**config.mk**
```make
export PLATFORM = sky130hd
export DESIGN_NAME = strap_sampler_top
export DESIGN_NICKNAME = d
export VERILOG_FILES = /design/src/rtl/strap_pkg.sv /design/src/rtl/strap_sync.sv /design/src/rtl/strap_window_timer.sv /design/src/rtl/strap_freq_sel.sv /design/src/rtl/strap_sampler_top.sv
export SDC_FILE = /design/constraint.sdc
export NUM_CORES = 1
export LEC_CHECK = 0
export BUFFER_PORTS_ARGS = -buffer_cell sky130_fd_sc_hd__clkbuf_2
export CAP_MARGIN = 20
export CELL_PAD_IN_SITES_DETAIL_PLACEMENT = 1
export CELL_PAD_IN_SITES_GLOBAL_PLACEMENT = 2
export CORE_UTILIZATION = 33
export CTS_CLUSTER_SIZE = 24
export DETAILED_ROUTE_END_ITERATION = 6
export PLACE_DENSITY = 0.93
export SLEW_MARGIN = 20
export SYNTH_ARGS = -nofsm -noshare
export SYNTH_HDL_FRONTEND = slang
export SYNTH_HIERARCHICAL = 1
export SYNTH_SLANG_ARGS = --single-unit
```
**constraint.sdc**
```tcl
create_clock -name clk_ref -period 2.9 [get_ports clk_ref]
set_clock_uncertainty 0.1 [all_clocks]
set_input_delay 0.58 -clock clk_ref [delete_from_list [all_inputs] [get_ports clk_ref]]
set_output_delay 0.58 -clock clk_ref [all_outputs]
set_load 0.01 [all_outputs]
```
**src/rtl/strap_pkg.sv**
```systemverilog
// Package: shared types and the frequency-select decode for the strap sampler.
// Assumes fsel bit 1 is the high select bit.
package strap_pkg;
    typedef logic [1:0] fsel_t;

    typedef struct packed {
        logic [7:0] cpu;
        logic [7:0] mem;
    } freq_pair_t;

    // Map a select code onto CPU and memory rates in MHz.
    function automatic freq_pair_t decode_fsel(input fsel_t code);
        freq_pair_t r;
        case (code)
            2'b00:   begin r.cpu = 8'd66;  r.mem = 8'd100; end
            2'b01:   begin r.cpu = 8'd100; r.mem = 8'd100; end
            2'b10:   begin r.cpu = 8'd133; r.mem = 8'd133; end
            default: begin r.cpu = 8'd133; r.mem = 8'd100; end
        endcase
        return r;
    endfunction
endpackage

```
**src/rtl/strap_sync.sv**
```systemverilog
// Module: two-flop synchronizer, one lane per bit.
// Assumes the inputs are asynchronous to clk and quasi-static during sampling.
module strap_sync #(
    parameter int WIDTH = 2
) (
    input  logic             clk,
    input  logic             rst_n,
    input  logic [WIDTH-1:0] d,
    output logic [WIDTH-1:0] q
);
    for (genvar i = 0; i < WIDTH; i++) begin : g_lane
        logic meta, stable;
        // Two register stages per bit to settle metastability.
        always_ff @(posedge clk) begin
            if (!rst_n) begin
                meta   <= 1'b0;
                stable <= 1'b0;
            end else begin
                meta   <= d[i];
                stable <= meta;
            end
        end
        assign q[i] = stable;
    end
endmodule

```
**src/rtl/strap_window_timer.sv**
```systemverilog
// Module: counts the sampling window once supply-good is high.
// Emits a one-cycle capture strobe on the final window cycle, then holds done.
// Only supply-good clears it; the logic reset has no effect by design.
module strap_window_timer #(
    parameter int WIN_CYCLES = 28636
) (
    input  logic clk,
    input  logic pwr_ok,
    output logic capture,
    output logic done
);
    localparam int CNT_W = (WIN_CYCLES > 1) ? $clog2(WIN_CYCLES) : 1;
    localparam logic [CNT_W-1:0] LAST = CNT_W'(WIN_CYCLES - 1);

    logic [CNT_W-1:0] cnt;

    // Strobe on the last counted cycle of an unfinished window.
    assign capture = pwr_ok && !done && (cnt == LAST);

    // Advance the window counter; restart whenever supply-good is low.
    always_ff @(posedge clk) begin
        if (!pwr_ok) begin
            cnt  <= '0;
            done <= 1'b0;
        end else if (capture) begin
            done <= 1'b1;
        end else if (!done) begin
            cnt  <= cnt + 1'b1;
        end
    end
endmodule

```
**src/rtl/strap_freq_sel.sv**
```systemverilog
// Module: holds the serially written override and picks the active select code,
// then decodes it into clock rates. The override is cleared at power-up or logic reset.
module strap_freq_sel
    import strap_pkg::*;
(
    input  logic       clk,
    input  logic       rst_n,
    input  logic       pwr_ok,
    input  logic       wr_en,
    input  logic [2:0] wr_data,
    input  fsel_t      straps,
    output fsel_t      fsel,
    output logic [7:0] cpu_mhz,
    output logic [7:0] mem_mhz
);
    logic  ovr_valid;
    fsel_t ovr_code;
    freq_pair_t rates;

    // Override register, loaded by the write strobe.
    always_ff @(posedge clk) begin
        if (!rst_n || !pwr_ok) begin
            ovr_valid <= 1'b0;
            ovr_code  <= '0;
        end else if (wr_en) begin
            ovr_valid <= wr_data[2];
            ovr_code  <= wr_data[1:0];
        end
    end

    // Select the code source and decode it.
    always_comb begin
        fsel    = ovr_valid ? ovr_code : straps;
        rates   = decode_fsel(fsel);
        cpu_mhz = rates.cpu;
        mem_mhz = rates.mem;
    end
endmodule

```
**src/rtl/strap_sampler_top.sv**
```systemverilog
// Module: power-up strap sampling controller top.
// Holds the dual-purpose pins in high impedance for WIN_CYCLES after supply-good,
// latches their synchronized levels, then enables the drivers. WIN_CYCLES must be >= 3.
module strap_sampler_top
    import strap_pkg::*;
#(
    parameter int WIN_CYCLES = 28636,
    parameter int NUM_PINS   = 2
) (
    input  logic                clk_ref,
    input  logic                rst_n,
    input  logic                supply_good,
    input  logic [NUM_PINS-1:0] pin_in,
    output logic [NUM_PINS-1:0] pin_oe,
    output logic                sample_done,
    output logic [NUM_PINS-1:0] strap_bits,
    input  logic                ovr_wr_en,
    input  logic [2:0]          ovr_wr_data,
    output logic [1:0]          fsel_code,
    output logic [7:0]          cpu_mhz,
    output logic [7:0]          mem_mhz
);
    logic [NUM_PINS-1:0] pin_sync;
    logic                capture;
    logic                done;

    strap_sync #(.WIDTH(NUM_PINS)) u_sync (
        .clk(clk_ref), .rst_n(rst_n), .d(pin_in), .q(pin_sync)
    );

    strap_window_timer #(.WIN_CYCLES(WIN_CYCLES)) u_timer (
        .clk(clk_ref), .pwr_ok(supply_good), .capture(capture), .done(done)
    );

    // Strap latches: loaded once per power cycle, cleared only by supply loss.
    always_ff @(posedge clk_ref) begin
        if (!supply_good)
            strap_bits <= '0;
        else if (capture)
            strap_bits <= pin_sync;
    end

    assign sample_done = done;
    assign pin_oe      = {NUM_PINS{done}};

    strap_freq_sel u_fsel (
        .clk(clk_ref), .rst_n(rst_n), .pwr_ok(supply_good),
        .wr_en(ovr_wr_en), .wr_data(ovr_wr_data),
        .straps(strap_bits[1:0]), .fsel(fsel_code),
        .cpu_mhz(cpu_mhz), .mem_mhz(mem_mhz)
    );
endmodule

```
==> reports/metrics.cfg <==
[outcome]
status = finished clean

[timing]
setup_viol = 0
period_needed_ns = 1.98
worstMarginPinSlew_ns = 0.555
slew-limit-headroom_pct = 62.8
fin_ws_ns = 0.921
hold_slack_ns = 0.356
grt_setup_unrepaired = false
fin_crit_sh_pct = 68.2
drv_slew = 0
fmax_mhz = 505
finalSetupTns_ns = 0
hold_viol_final = 0

[die]
io_pins = 32
die_y_um = 64.6
die-area_um2 = 4180
rows = 22
initial_core_util_pct = 34.8
die_w_um = 64.6
coreArea_um2 = 3720

[synth]
yosysWarnings = 6
ys_seq_area_share_pct = 38.7
synth_top_area_share_pct = 38.7
synth_area_leaders = dfxtp_1, buf_4, nor2_1
synth.most_common_cell = dfxtp_1
ys_seq_elements = 25
ys_async_sr_fraction_pct = 0
ys_top_cells_by_count = dfxtp_1, buf_4, nor2_1
synthFlopType = dfxtp_1
avgSynthCellArea_um2 = 9.05
syn_inst = 143
synth.largest_area_cell = dfxtp_1
synth_edf_count = 0
synth.cell_area_um2 = 1290
synthDistinctLibCells = 42

[clock_network]
postCtsSetupRepairBufs = 0
cts_hold_buf = 0
clk_latency_ns = 0.26
h-tree-depth = 1
path_clk_slew_ns = 0.09
clockBufferDepth = 2
cts.sinks = 25
ctsResizeCount = 0
numCtsBuffers = 3
clockRootBuffer = clkbuf_8
tritoncts = done

[global_routing]
grt_start_max_net_pins = 16
track_usage_pct = 12.9
grt_first_pass_wirelength_mm = 4.27
overflow = 0
grt_pass1_vias = 971
antenna_found_initial = 0

[routing]
wirelength_mm = 2.61
vias = 1046
ant_nets = 0
vias_per_cell = 5.03
drtIter0Drc = 11
dr.pass1.iters = 4
routedWlPerCell_um = 12.6
drt_drc_violations_left = 0

[place]
post_dp_cell_area_um2 = 1370
routabilityCongestion = 0.801
dp.final_hpwl_mm = 2.06
dp_slack_ns = 0.749
io_buffer_count = 25
place_inst = 204

[cells_and_area]
drive_gt1_share_pct = 22.5
post-route-util_pct = 38.3
antenna_cells = 0
nNetsFinal = 171
syn2layout_area_growth_pct = 9.96
fin_cells = 208
fillers = 471
seqCellArea_um2 = 500
final_cell_area_um2 = 1420
multi_input_area_um2 = 669

[worst_setup_path]
cp_slowest_stage_delay_ns = 0.53
crit_fanout = 10
cp-end-kind = output pin
crit_type = reg2out
required_ns = 2.22
path_buf_inv = 1
critical-path-top-delay-family = flip-flops
worstPathArrival_ns = 1.30
path_cells = nand2b_4 > o21a_1 > clkbuf_2
cp_slowest_cell = dfxtp_1
startpoint_type = flop

[worst_hold_path]
min_path_type = reg2reg

[job]
cap_violations = 0

[power_and_ir_drop]
power.total_mw = 0.599
powerDensity_nw_per_um2 = 421
p_leak_nw = 0.563
vdd_ir_drop_max_mv = 0.225

-- placed cells by master (no fill, tap or decap), types with 2 or more instances in the layout --
cell and count:
clkbuf_2 25, dfxtp_1 25, nor2_1 14, nand2_1 11, and2_1 6, a21oi_1 6
conb_1 6, mux2i_1 5, inv_1 5, xnor2_1 5, nand3_1 4, clkbuf_8 3
or4_1 3, nand4_1 3, nor4_1 3, o21ai_0 3, xor2_1 3, nor2b_1 2
nand3b_1 2, nand4b_1 2, o31ai_1 2, nor3_1 2
-- power breakdown --
part,switching (mW),internal [mW]
Combinational,0.0204,0.0150
Sequential,0.00797,0.351
Clock,0.108,0.0971
Total,0.137,0.463
-- sequential cells by signal (all words and copies together), names as in the netlist --
register,cells
strap_bits,2
u_fsel/ovr_code,2
u_fsel/ovr_valid,1
u_sync/g_lane.meta,2
u_sync/g_lane.stable,2
u_timer/cnt,15
u_timer/done,1
-- final timing paths --
check,cells after the start,end,start,slack (ns)
max,3,mem_mhz[5],u_fsel/ovr_valid,0.92
min,1,u_sync/g_lane[1].stable,u_sync/g_lane[1].meta,0.36
max reg2reg,5,strap_bits[1],u_timer/cnt[6],0.99
min reg2reg,1,u_sync/g_lane[1].stable,u_sync/g_lane[1].meta,0.36
-- cell type report --
class / count / share of cell area [%]
multi-input cells: 101 / 47.1
flip-flops and latches: 25 / 35.2
repair buffers: 25 / 8.80
well taps: 48 / 4.22
clock buffers: 3 / 2.90
inverters: 5 / 1.32
clock inverters: 1 / 0.528
-- per-layer routing --
metal / routed length [µm] / track usage [%]
met4: 19 / 4.17
met2: 1390 / 23.8
met3: 28 / 1.06
met5: 0 / 0
met1: 1170 / 15.5
-- cell families (layout without fill, tap and decap cells) --
kind of cell	after synthesis	after routing	share of synthesized area (%)
buf+inv	21	34	10.7
simple gates	62	62	28.1
compound gates	18	18	10.4
other cells	2	6	0.580
mux	6	6	5.03
fa+ha+maj	1	1	0.967
xor+xnor	8	8	5.42
flops	25	25	38.7
Note: power is estimated with default switching activity, not from simulation.
